<file path="src/rtl/way_recency_pkg.sv">
// Package: shared types of the per-way recency replacement selector.
// Assumes nothing beyond IEEE 1800-2017.
package way_recency_pkg;

    // Kind of update applied to the indexed set this cycle.
    typedef enum logic [1:0] {
        ACC_IDLE = 2'd0,
        ACC_HIT  = 2'd1,
        ACC_FILL = 2'd2
    } acc_kind_e;

endpackage

</file>
<file path="src/rtl/wr_access_arb.sv">
// Module: wr_access_arb
// Chooses the update for this cycle from the hit and refill strobes.
// A hit takes priority: a refill strobe seen together with a hit is dropped.
// The refill way is the victim nominated for the current state.
// Assumes both strobes come from one controller and share set_idx.
module wr_access_arb
    import way_recency_pkg::*;
#(
    parameter int NUM_WAYS = 4,
    localparam int WAY_W   = $clog2(NUM_WAYS)
) (
    input  logic             hit_valid,
    input  logic [WAY_W-1:0] hit_way,
    input  logic             miss_req,
    input  logic [WAY_W-1:0] victim_way,
    output acc_kind_e        acc_kind,
    output logic [WAY_W-1:0] acc_way
);

    // Priority decode: hit first, refill second, otherwise idle.
    always_comb begin
        acc_kind = ACC_IDLE;
        acc_way  = '0;
        if (hit_valid) begin
            acc_kind = ACC_HIT;
            acc_way  = hit_way;
        end else if (miss_req) begin
            acc_kind = ACC_FILL;
            acc_way  = victim_way;
        end
    end

endmodule

</file>
<file path="src/rtl/wr_victim_find.sv">
// Module: wr_victim_find
// Finds the lowest-numbered way whose recency flag is low.
// Built as a prefix chain: way i is chosen when its flag is low and all lower
// flags are high. Assumes the vector is never all ones. If it were, found is
// low and index 0 is returned.
module wr_victim_find #(
    parameter int NUM_WAYS = 4,
    localparam int WAY_W   = $clog2(NUM_WAYS)
) (
    input  logic [NUM_WAYS-1:0] flags,
    output logic [WAY_W-1:0]    victim,
    output logic                found
);

    logic [NUM_WAYS:0]   lower_full;
    logic [NUM_WAYS-1:0] pick;

    assign lower_full[0] = 1'b1;

    genvar g;
    generate
        for (g = 0; g < NUM_WAYS; g++) begin : g_chain
            // Way g wins when it is free and every lower way is taken.
            assign pick[g]           = lower_full[g] & ~flags[g];
            assign lower_full[g + 1] = lower_full[g] & flags[g];
        end
    endgenerate

    // One-hot pick to binary index.
    always_comb begin
        victim = '0;
        for (int i = 0; i < NUM_WAYS; i++) begin
            if (pick[i]) begin
                victim = victim | WAY_W'(i);
            end
        end
    end

    // Flag that a free way exists.
    assign found = ~lower_full[NUM_WAYS];

endmodule

</file>
<file path="src/rtl/wr_bit_update.sv">
// Module: wr_bit_update
// Computes the next flag vector of one set for a given access.
// The accessed way's flag is raised. If that would fill the vector, only
// the accessed way's flag is kept. Idle cycles produce no write.
module wr_bit_update
    import way_recency_pkg::*;
#(
    parameter int NUM_WAYS = 4,
    localparam int WAY_W   = $clog2(NUM_WAYS)
) (
    input  logic [NUM_WAYS-1:0] cur_flags,
    input  acc_kind_e           acc_kind,
    input  logic [WAY_W-1:0]    acc_way,
    output logic [NUM_WAYS-1:0] next_flags,
    output logic                wr_en
);

    logic [NUM_WAYS-1:0] way_onehot;
    logic [NUM_WAYS-1:0] raised;
    logic                would_fill;

    // Decode the accessed way into a one-hot mask.
    always_comb begin
        way_onehot = '0;
        for (int i = 0; i < NUM_WAYS; i++) begin
            way_onehot[i] = (acc_way == WAY_W'(i));
        end
    end

    assign raised     = cur_flags | way_onehot;
    assign would_fill = &raised;

    // Select the vector to store and whether to store it.
    always_comb begin
        wr_en      = (acc_kind != ACC_IDLE);
        next_flags = cur_flags;
        if (wr_en) begin
            next_flags = would_fill ? way_onehot : raised;
        end
    end

endmodule

</file>
<file path="src/rtl/wr_bit_store.sv">
// Module: wr_bit_store
// Holds one flag vector per set, clears all of them on synchronous
// active-low reset, and gives one combinational read port and one write port.
// Read and write share the same index.
module wr_bit_store #(
    parameter int NUM_WAYS = 4,
    parameter int NUM_SETS = 16,
    localparam int SET_W   = $clog2(NUM_SETS)
) (
    input  logic                clk,
    input  logic                rst_n,
    input  logic [SET_W-1:0]    idx,
    input  logic                wr_en,
    input  logic [NUM_WAYS-1:0] wr_flags,
    output logic [NUM_WAYS-1:0] rd_flags
);

    logic [NUM_WAYS-1:0] flag_mem [NUM_SETS];

    // Clear on reset, otherwise write the indexed set when enabled.
    always_ff @(posedge clk) begin
        if (!rst_n) begin
            for (int s = 0; s < NUM_SETS; s++) begin
                flag_mem[s] <= '0;
            end
        end else if (wr_en) begin
            flag_mem[idx] <= wr_flags;
        end
    end

    // Combinational read of the indexed set.
    assign rd_flags = flag_mem[idx];

endmodule

</file>
<file path="src/rtl/way_recency_repl.sv">
// Module: way_recency_repl (top)
// Per-way recency flag replacement selector for a set-associative cache.
// Assumes NUM_WAYS >= 2 and NUM_SETS >= 2, both powers of two. The caller
// keeps tag and data storage. Updates commit on the rising edge. The victim
// and the debug vector are combinational from set_idx and the stored state.
module way_recency_repl
    import way_recency_pkg::*;
#(
    parameter int NUM_WAYS = 4,
    parameter int NUM_SETS = 16,
    localparam int WAY_W   = $clog2(NUM_WAYS),
    localparam int SET_W   = $clog2(NUM_SETS)
) (
    input  logic                clk,
    input  logic                rst_n,
    input  logic [SET_W-1:0]    set_idx,
    input  logic                hit_valid,
    input  logic [WAY_W-1:0]    hit_way,
    input  logic                miss_req,
    output logic [WAY_W-1:0]    victim_way,
    output logic [NUM_WAYS-1:0] mru_bits_dbg
);

    logic [NUM_WAYS-1:0] cur_flags;
    logic [NUM_WAYS-1:0] next_flags;
    logic                wr_en;
    logic                victim_found;
    acc_kind_e           acc_kind;
    logic [WAY_W-1:0]    acc_way;

    wr_bit_store #(.NUM_WAYS(NUM_WAYS), .NUM_SETS(NUM_SETS)) store_i (
        .clk      (clk),
        .rst_n    (rst_n),
        .idx      (set_idx),
        .wr_en    (wr_en),
        .wr_flags (next_flags),
        .rd_flags (cur_flags)
    );

    wr_victim_find #(.NUM_WAYS(NUM_WAYS)) find_i (
        .flags  (cur_flags),
        .victim (victim_way),
        .found  (victim_found)
    );

    wr_access_arb #(.NUM_WAYS(NUM_WAYS)) arb_i (
        .hit_valid  (hit_valid),
        .hit_way    (hit_way),
        .miss_req   (miss_req),
        .victim_way (victim_way),
        .acc_kind   (acc_kind),
        .acc_way    (acc_way)
    );

    wr_bit_update #(.NUM_WAYS(NUM_WAYS)) upd_i (
        .cur_flags  (cur_flags),
        .acc_kind   (acc_kind),
        .acc_way    (acc_way),
        .next_flags (next_flags),
        .wr_en      (wr_en)
    );

    assign mru_bits_dbg = cur_flags;

endmodule

</file>
<file path="config.mk">
export PLATFORM = sky130hd
export DESIGN_NAME = way_recency_repl
export DESIGN_NICKNAME = d
export VERILOG_FILES = /design/src/rtl/way_recency_pkg.sv /design/src/rtl/wr_access_arb.sv /design/src/rtl/wr_victim_find.sv /design/src/rtl/wr_bit_update.sv /design/src/rtl/wr_bit_store.sv /design/src/rtl/way_recency_repl.sv
export SDC_FILE = /design/constraint.sdc
export NUM_CORES = 1
export LEC_CHECK = 0
export ABC_AREA = 1
export CAP_MARGIN = 30
export CELL_PAD_IN_SITES_DETAIL_PLACEMENT = 2
export CELL_PAD_IN_SITES_GLOBAL_PLACEMENT = 2
export CORE_MARGIN = 2
export CORE_UTILIZATION = 33
export DETAILED_ROUTE_END_ITERATION = 6
export PLACE_DENSITY = 0.72
export SYNTH_ARGS = -nofsm -noshare
export SYNTH_HDL_FRONTEND = slang
export SYNTH_SLANG_ARGS = --single-unit
</file>
<file path="constraint.sdc">
create_clock -name clk -period 5.74 [get_ports clk]
set_input_delay 0.574 -clock clk [delete_from_list [all_inputs] [get_ports clk]]
set_output_delay 0.574 -clock clk [all_outputs]
set_load 0.005 [all_outputs]
</file>
==> flow_summary.ini, run 1 <==
[route]
route.detailed.wl_per_inst_microns = 19.6
drt_total_wl_mm = 10.9
routed_via_density = 5.08
routed-via-count = 2812
dr.pass1.iters = 4
drc_errors_left = 0
drtAntennaViolNets = 0
drc_violation_total_after_the_first_tritonroute_iteration = 97

[finish]
finalInstanceArea_sq_um = 3930
final_net_count = 422
stdcell_count = 553
regMostFlops = store_i.flag_mem
max_reg_flops = 64
antenna_cells_inserted = 0
final_layout_size_suffix_gt1_frac = 0.122
filler_cell_count = 1173
biggestRegsByFlops = store_i.flag_mem: 64 flops
flow.area_growth_from_synthesis_pct = 12.0

[global_routing]
globalRouteTotalUtil = 0.203
grt_remaining_overflow = 0
first_global_vias = 3079
grt_max_degree = 35
grt_first_pass_wirelength_mm = 17.1
antenna_found_initial = 0

[placed_design]
post-place-cells = 537
dpl.hpwl_mm = 7.30
place.gp.congestion = 0.749
numPortBuffers = 15
placement.cell_area_sq_um = 3700

[worst_setup_path]
critical_path.max_stage_delay_ns = 0.97
startpoint = set_idx[0]
crit_top_cell = nand2_1
rr_startpoint = store_i.flag_mem[14][3]
cp.arrival_ns = 4.02
required_ns = 5.82
worstPathCellList = clkdlybuf4s50_1, buf_4, nand2_1, nand2_1, nand2_1, nand2_1, nand2_1, nand2_2, nor2_4, nor2_1, nand3_2, nand2_4, nand3_2, a21oi_2, nand2_4, nand2_4, a21oi_1
worst-path-max-fanout = 19
count_of_buffering_cells_on_the_critical_path_with_inverters_included = 2
worstSetupPathType = input port to flip-flop
setup.worst_path.start_class = input port
critical-path-top-delay-family = simple AND/OR/NAND/NOR gates
crit_path_top_delay_cell = clkdlybuf4s50_1
timing.critical_path.to_type = flip-flop

[timing]
max_slew_margin = 0.423
achievable-frequency_mhz = 254
tightest_slew_ns = 0.859
timing_hold_violations_final = 0
fin_worst_skew_ns = 0.0115
finalSetupTns_ns = 0
timing.final.setup_violations = 0
unrepaired_setup_endpoints_after_global_routing = no
timing.final.crit_period_ns = 3.94
final.period_utilization = 0.686
slew_viol_final = 0

[yosys]
synth.distinct_cells = 21
avgSynthCellArea_sq_um = 8.71
postSynth.asyncResetShare = 0
post_synth_instance_area_sq_um = 3510
post_synth_xor_area_fraction = 0
yosys.cell_count.top_type = nand2_1
synth_seq_cells = 64
synth.yosys.warnings = 0
post_synth_main_area_contributors = edfxtp_1 (55%), nand2_1 (21%), a21oi_1 (8.6%)
synth_enable_flop_cells = 64
synthesized_net_count = 413
synth_sequential_area_ratio = 0.547
synth_compound_gate_area_share = 0.100
netlist_instances = 403
ys_dominant_reg_cell = edfxtp_1
post_synth_mux_area_share = 0
yosys.area_share.adder = 0
simple_gate_share_of_the_synthesized_area = 0.290
synth.top_cell.area_share = 0.547
synthTopCellsByCount = nand2_1 (201), edfxtp_1 (64), a21oi_1 (60)
synth_top_area_cell = edfxtp_1
synth_top_family_by_area = simple AND/OR/NAND/NOR gates

[pwr]
vdd_ir_drop_max_v = 0.000141
finalPower_mw = 1.17
power.leakage_nw = 1.65
power.density_nw_per_um2 = 298

[clocking]
maximum_level_of_the_cts_h_tree = 3
cts_repair_resize_count = 0
numClockSinks = 64
cts_inserted_buffers = 9
path_clk_slew_ns = 0.07
number_of_setup_buffers_added_after_cts = 0
cts.hold.buffers_added = 0
tritoncts = built
worstSkewPairLatency_ns = 0.35
cts.root.buffer_cell = clkbuf_8
ctsLongestPathBuffers = 2

[floorplan]
floorplan.core_area_sq_um = 10300
i_o_pins = 16
die_width_microns = 107
initial_core_util = 0.340
die_footprint_sq_um = 11500
die_height_microns = 107
row_count = 37

[job]
max_cap_violations = 0

[hold_path]
hold_path_class = input port to flip-flop
worst_hold_startpoint = rst_n

[run_status]
run_status = completed
## power breakdown
group	internal [mW]	leakage [nW]	switching [mW]
clock network	0.287	0.118	0.187
logic	0.0413	0.874	0.116
registers	0.533	0.662	0.00626
total	0.862	1.65	0.310
## worst paths after layout
kind / endpoint / slack [ns] / cells after the start
worst max-delay path: store_i.flag_mem[7][3] / 1.80 / 17
worst min-delay path: store_i.flag_mem[2][1] / 1.19 / 3
worst max register to register: store_i.flag_mem[7][3] / 2.93 / 16
worst min register to register: store_i.flag_mem[14][2] / 1.23 / 10
## layout make-up
cell class / instances / area (sq um) / area share
multi-input combinational: 304 / 1370 / 0.349
sequential: 64 / 1920 / 0.489
timing repair buffer: 18 / 173 / 0.0439
clock buffer: 10 / 128 / 0.0324
clock inverter: 6 / 108 / 0.0274
inverter: 15 / 61.3 / 0.0156
tap: 136 / 170 / 0.0433
## metal layers
| layer | routed length [microns] | global-route usage | vias to the layer above |
|---|---|---|---|
| met5 | 0 | 0 | - |
| met4 | 161 | 0.0686 | 0 |
| met3 | 375 | 0.0292 | 12 |
| met2 | 5300 | 0.347 | 47 |
| met1 | 5030 | 0.263 | 1402 |
| li1 | - | - | 1351 |
## stage by stage
| stage | worst slack (ns) | hold WS, ns | util |
|---|---|---|---|
| final | 1.80 | 1.19 | 0.381 |
| after detailed placement | 1.40 | 1.20 | 0.358 |
| after global placement | 1.50 | 1.17 | 0.358 |
| after CTS | 1.77 | 1.17 | 0.381 |
| after floorplan | 3.16 | 0.965 | - |
| after global routing | 1.46 | 1.20 | 0.381 |
## worst register-to-register path, delay by kind of cell, from the launching register on
kind                   cells  cell delay (ns)
and+or+nand+nor           13             1.60
AOI/OAI and AO/OA          2             0.46
DFF                        1             0.41
buffers and inverters      1             0.07
## cells by family after synthesis
kind of cell | count (synthesis)
AO/OA/AOI/OAI | 66
buffers and inverters | 35
flip-flops | 64
AND/OR/NAND/NOR | 238
## cell usage in the layout, fill, tap and decap left out, types with 2 or more instances in the layout
master / instances
nand2_1: 201
edfxtp_1: 64
a21oi_1: 60
clkdlybuf4s50_1: 15
nand2_4: 10
inv_2: 9
nor2_1: 9
clkbuf_8: 9
a21oi_2: 6
inv_1: 5
nand3_1: 4
nor3_1: 4
nand3_2: 3
bufinv_16: 3
buf_4: 3
nand2_2: 2
nor2_2: 2
(Power assumes the default switching activity.)
==> run 2: changes to the inputs <==
==> constraint.sdc (replaced) <==
create_clock -name clk -period 3.95 [get_ports clk]
set_input_delay 0.395 -clock clk [delete_from_list [all_inputs] [get_ports clk]]
set_output_delay 0.395 -clock clk [all_outputs]
set_load 0.005 [all_outputs]
==> run 2 against run 1 <==
Total power is 36% higher. Highest routed layer unchanged. Combinational power is 52% higher. Count of clock-buffer cells in the layout is 1 lower. Sequential share of layout area is 0.15 points lower. Final cell count is 1.3% higher. Clock power is 20% higher. Critical path depth is 5 lower. Non-clock buffer count is 7 higher. Hold slack worse by 0.076 ns. Utilization is 0.12 points higher. Via count is 1.8% higher.
==> flow_summary.ini, run 2 (synthesized netlist as in run 1, its figures left out) <==
[run_status]
run_status = completed

[worst_setup_path]
worstRegToRegCells = 16
crit_path_top_delay_cell = clkdlybuf4s50_1
critical-path-top-delay-family = buffers and inverters
worstSetupPathType = input port to primary output
worst-path-max-fanout = 34
setup.worst_path.start_class = input port
cp.arrival_ns = 2.97
worst_reg2reg_endpoint = store_i.flag_mem[1][3]
timing.critical_path.to_type = primary output
worstPathCellList = clkdlybuf4s50_1, inv_6, nand2_1, nand2_1, nand2_1, nand2_1, nand2_1, nand2_1, nor2_1, nand2_1, a21oi_1, clkdlybuf4s50_1
required_ns = 3.56
critical_path.max_stage_delay_ns = 0.85
rr_startpoint = store_i.flag_mem[7][0]
count_of_buffering_cells_on_the_critical_path_with_inverters_included = 3
register_to_register_setup_slack_ns = 1.40
crit_top_cell = nand2_1

[placed_design]
numPortBuffers = 15
dpl.hpwl_mm = 7.79
place.gp.congestion = 0.773

[timing]
final.period_utilization = 0.853
max_slew_margin = 0.496
finalSetupTns_ns = 0
slew_viol_final = 0
achievable-frequency_mhz = 297
timing_hold_violations_final = 0
timing.final.crit_period_ns = 3.37
timing.final.setup_violations = 0
worst_hold_slack_ns = 1.11
unrepaired_setup_endpoints_after_global_routing = no
tightest_slew_ns = 0.751
fin_worst_skew_ns = 0.0108

[route]
route.met2.wl_mm = 5.69
routed_via_density = 5.11
route.layer.met1.wl_mm = 4.98
route.detailed.wl_per_inst_microns = 20.1
routed-via-count = 2862
drc_errors_left = 0
drt_total_wl_mm = 11.2
dr.pass1.iters = 4
drtAntennaViolNets = 0
met3RoutedLength_microns = 348
drc_violation_total_after_the_first_tritonroute_iteration = 62
routed.top_layer = met4

[pwr]
power.leakage_nw = 1.66
power.density_nw_per_um2 = 404
vdd_ir_drop_max_v = 0.000161

[clocking]
numClockSinks = 64
cts.root.buffer_cell = clkbuf_8
worstSkewPairLatency_ns = 0.36
cts.hold.buffers_added = 0
cts_repair_resize_count = 0
maximum_level_of_the_cts_h_tree = 3
ctsLongestPathBuffers = 2
number_of_setup_buffers_added_after_cts = 0
tritoncts = built
path_clk_slew_ns = 0.08
cts_inserted_buffers = 9

[floorplan]
floorplan.core_area_sq_um = 10300
initial_core_util = 0.340
die_width_microns = 107
die_height_microns = 107
i_o_pins = 16
row_count = 37
die_footprint_sq_um = 11500

[global_routing]
grt_remaining_overflow = 0
antenna_found_initial = 0
first_global_vias = 3224
grt_max_degree = 35
globalRouteTotalUtil = 0.215
grt_first_pass_wirelength_mm = 18.1

[finish]
most_common_cell_after_layout_fill_and_taps_aside = nand2_1
max_reg_flops = 64
final_net_count = 429
biggestRegsByFlops = store_i.flag_mem: 64 flops
final_layout_size_suffix_gt1_frac = 0.142
filler_cell_count = 1182
flow.area_growth_from_synthesis_pct = 12.4
antenna_cells_inserted = 0
layout_common_cells = nand2_1 (201), edfxtp_1 (64), a21oi_1 (60), clkdlybuf4s50_1 (15)
regMostFlops = store_i.flag_mem

[hold_path]
worst_hold_startpoint = rst_n
hold_path_class = input port to flip-flop
worst_hold_path.num_cells = 3
hold_critical_path_endpoint = store_i.flag_mem[10][1]

[job]
max_cap_violations = 0
run 2: cell types whose count changed in the layout (fill, tap and decap cells not counted), sizes merged:
cell | previous run | this run
buf | 3 | 10
clkinvlp | 0 | 3
bufinv | 3 | 1
clkbuf | 10 | 9
clkinv | 3 | 2
inv | 15 | 16
run 2: worst max-delay path by stage:
stage / slack [ns] / end / startpoint / cells past startpoint
global route: 0.32 / victim_way[0] / set_idx[0] / 13
global placement: 0.34 / store_i.flag_mem[8][1] / set_idx[0] / 20
floorplan: 1.55 / store_i.flag_mem[10][3] / set_idx[0] / 23
finish: 0.58 / victim_way[0] / set_idx[0] / 12
detailed placement: 0.25 / store_i.flag_mem[1][3] / set_idx[0] / 19
CTS: 0.54 / victim_way[0] / set_idx[0] / 12
run 2: power by group:
| part | internal, mW | total (mW) | switching, mW |
|---|---|---|---|
| logic | 0.0662 | 0.240 | 0.174 |
| clock network | 0.291 | 0.571 | 0.280 |
| registers | 0.775 | 0.784 | 0.00887 |
| total | 1.13 | 1.60 | 0.463 |
run 2: tightest hold or removal path, cell delays in order:
cell             delay, ns
clkdlybuf4s50_1       0.48
buf_4                 0.26
nand2_1               0.19
run 2: per-stage QoR:
stage	util	instance area, sq um	instances	worst slack (ns)	power (mW)
floorplan	-	3510	403	1.55	0.953
global placement	0.363	3750	544	0.336	1.03
detailed placement	0.363	3750	544	0.252	1.04
CTS	0.382	3950	560	0.537	1.61
global route	0.382	3950	560	0.324	1.66
finish	0.382	3950	560	0.581	1.60
run 2: metal layers:
| layer | global-route usage | vias up |
|---|---|---|
| li1 | - | 1361 |
| met1 | 0.270 | 1437 |
| met2 | 0.373 | 50 |
| met3 | 0.0292 | 14 |
| met4 | 0.0816 | 0 |
| met5 | 0 | - |
run 2: cell type report:
cell class                 instances  area (sq um)  area share
timing repair buffer              25           225      0.0571
clock buffer                       9           124      0.0314
multi-input combinational        304          1370       0.348
inverter                          15          61.3      0.0155
clock inverter                     7          71.3      0.0181
tap                              136           170      0.0431
sequential                        64          1920       0.487
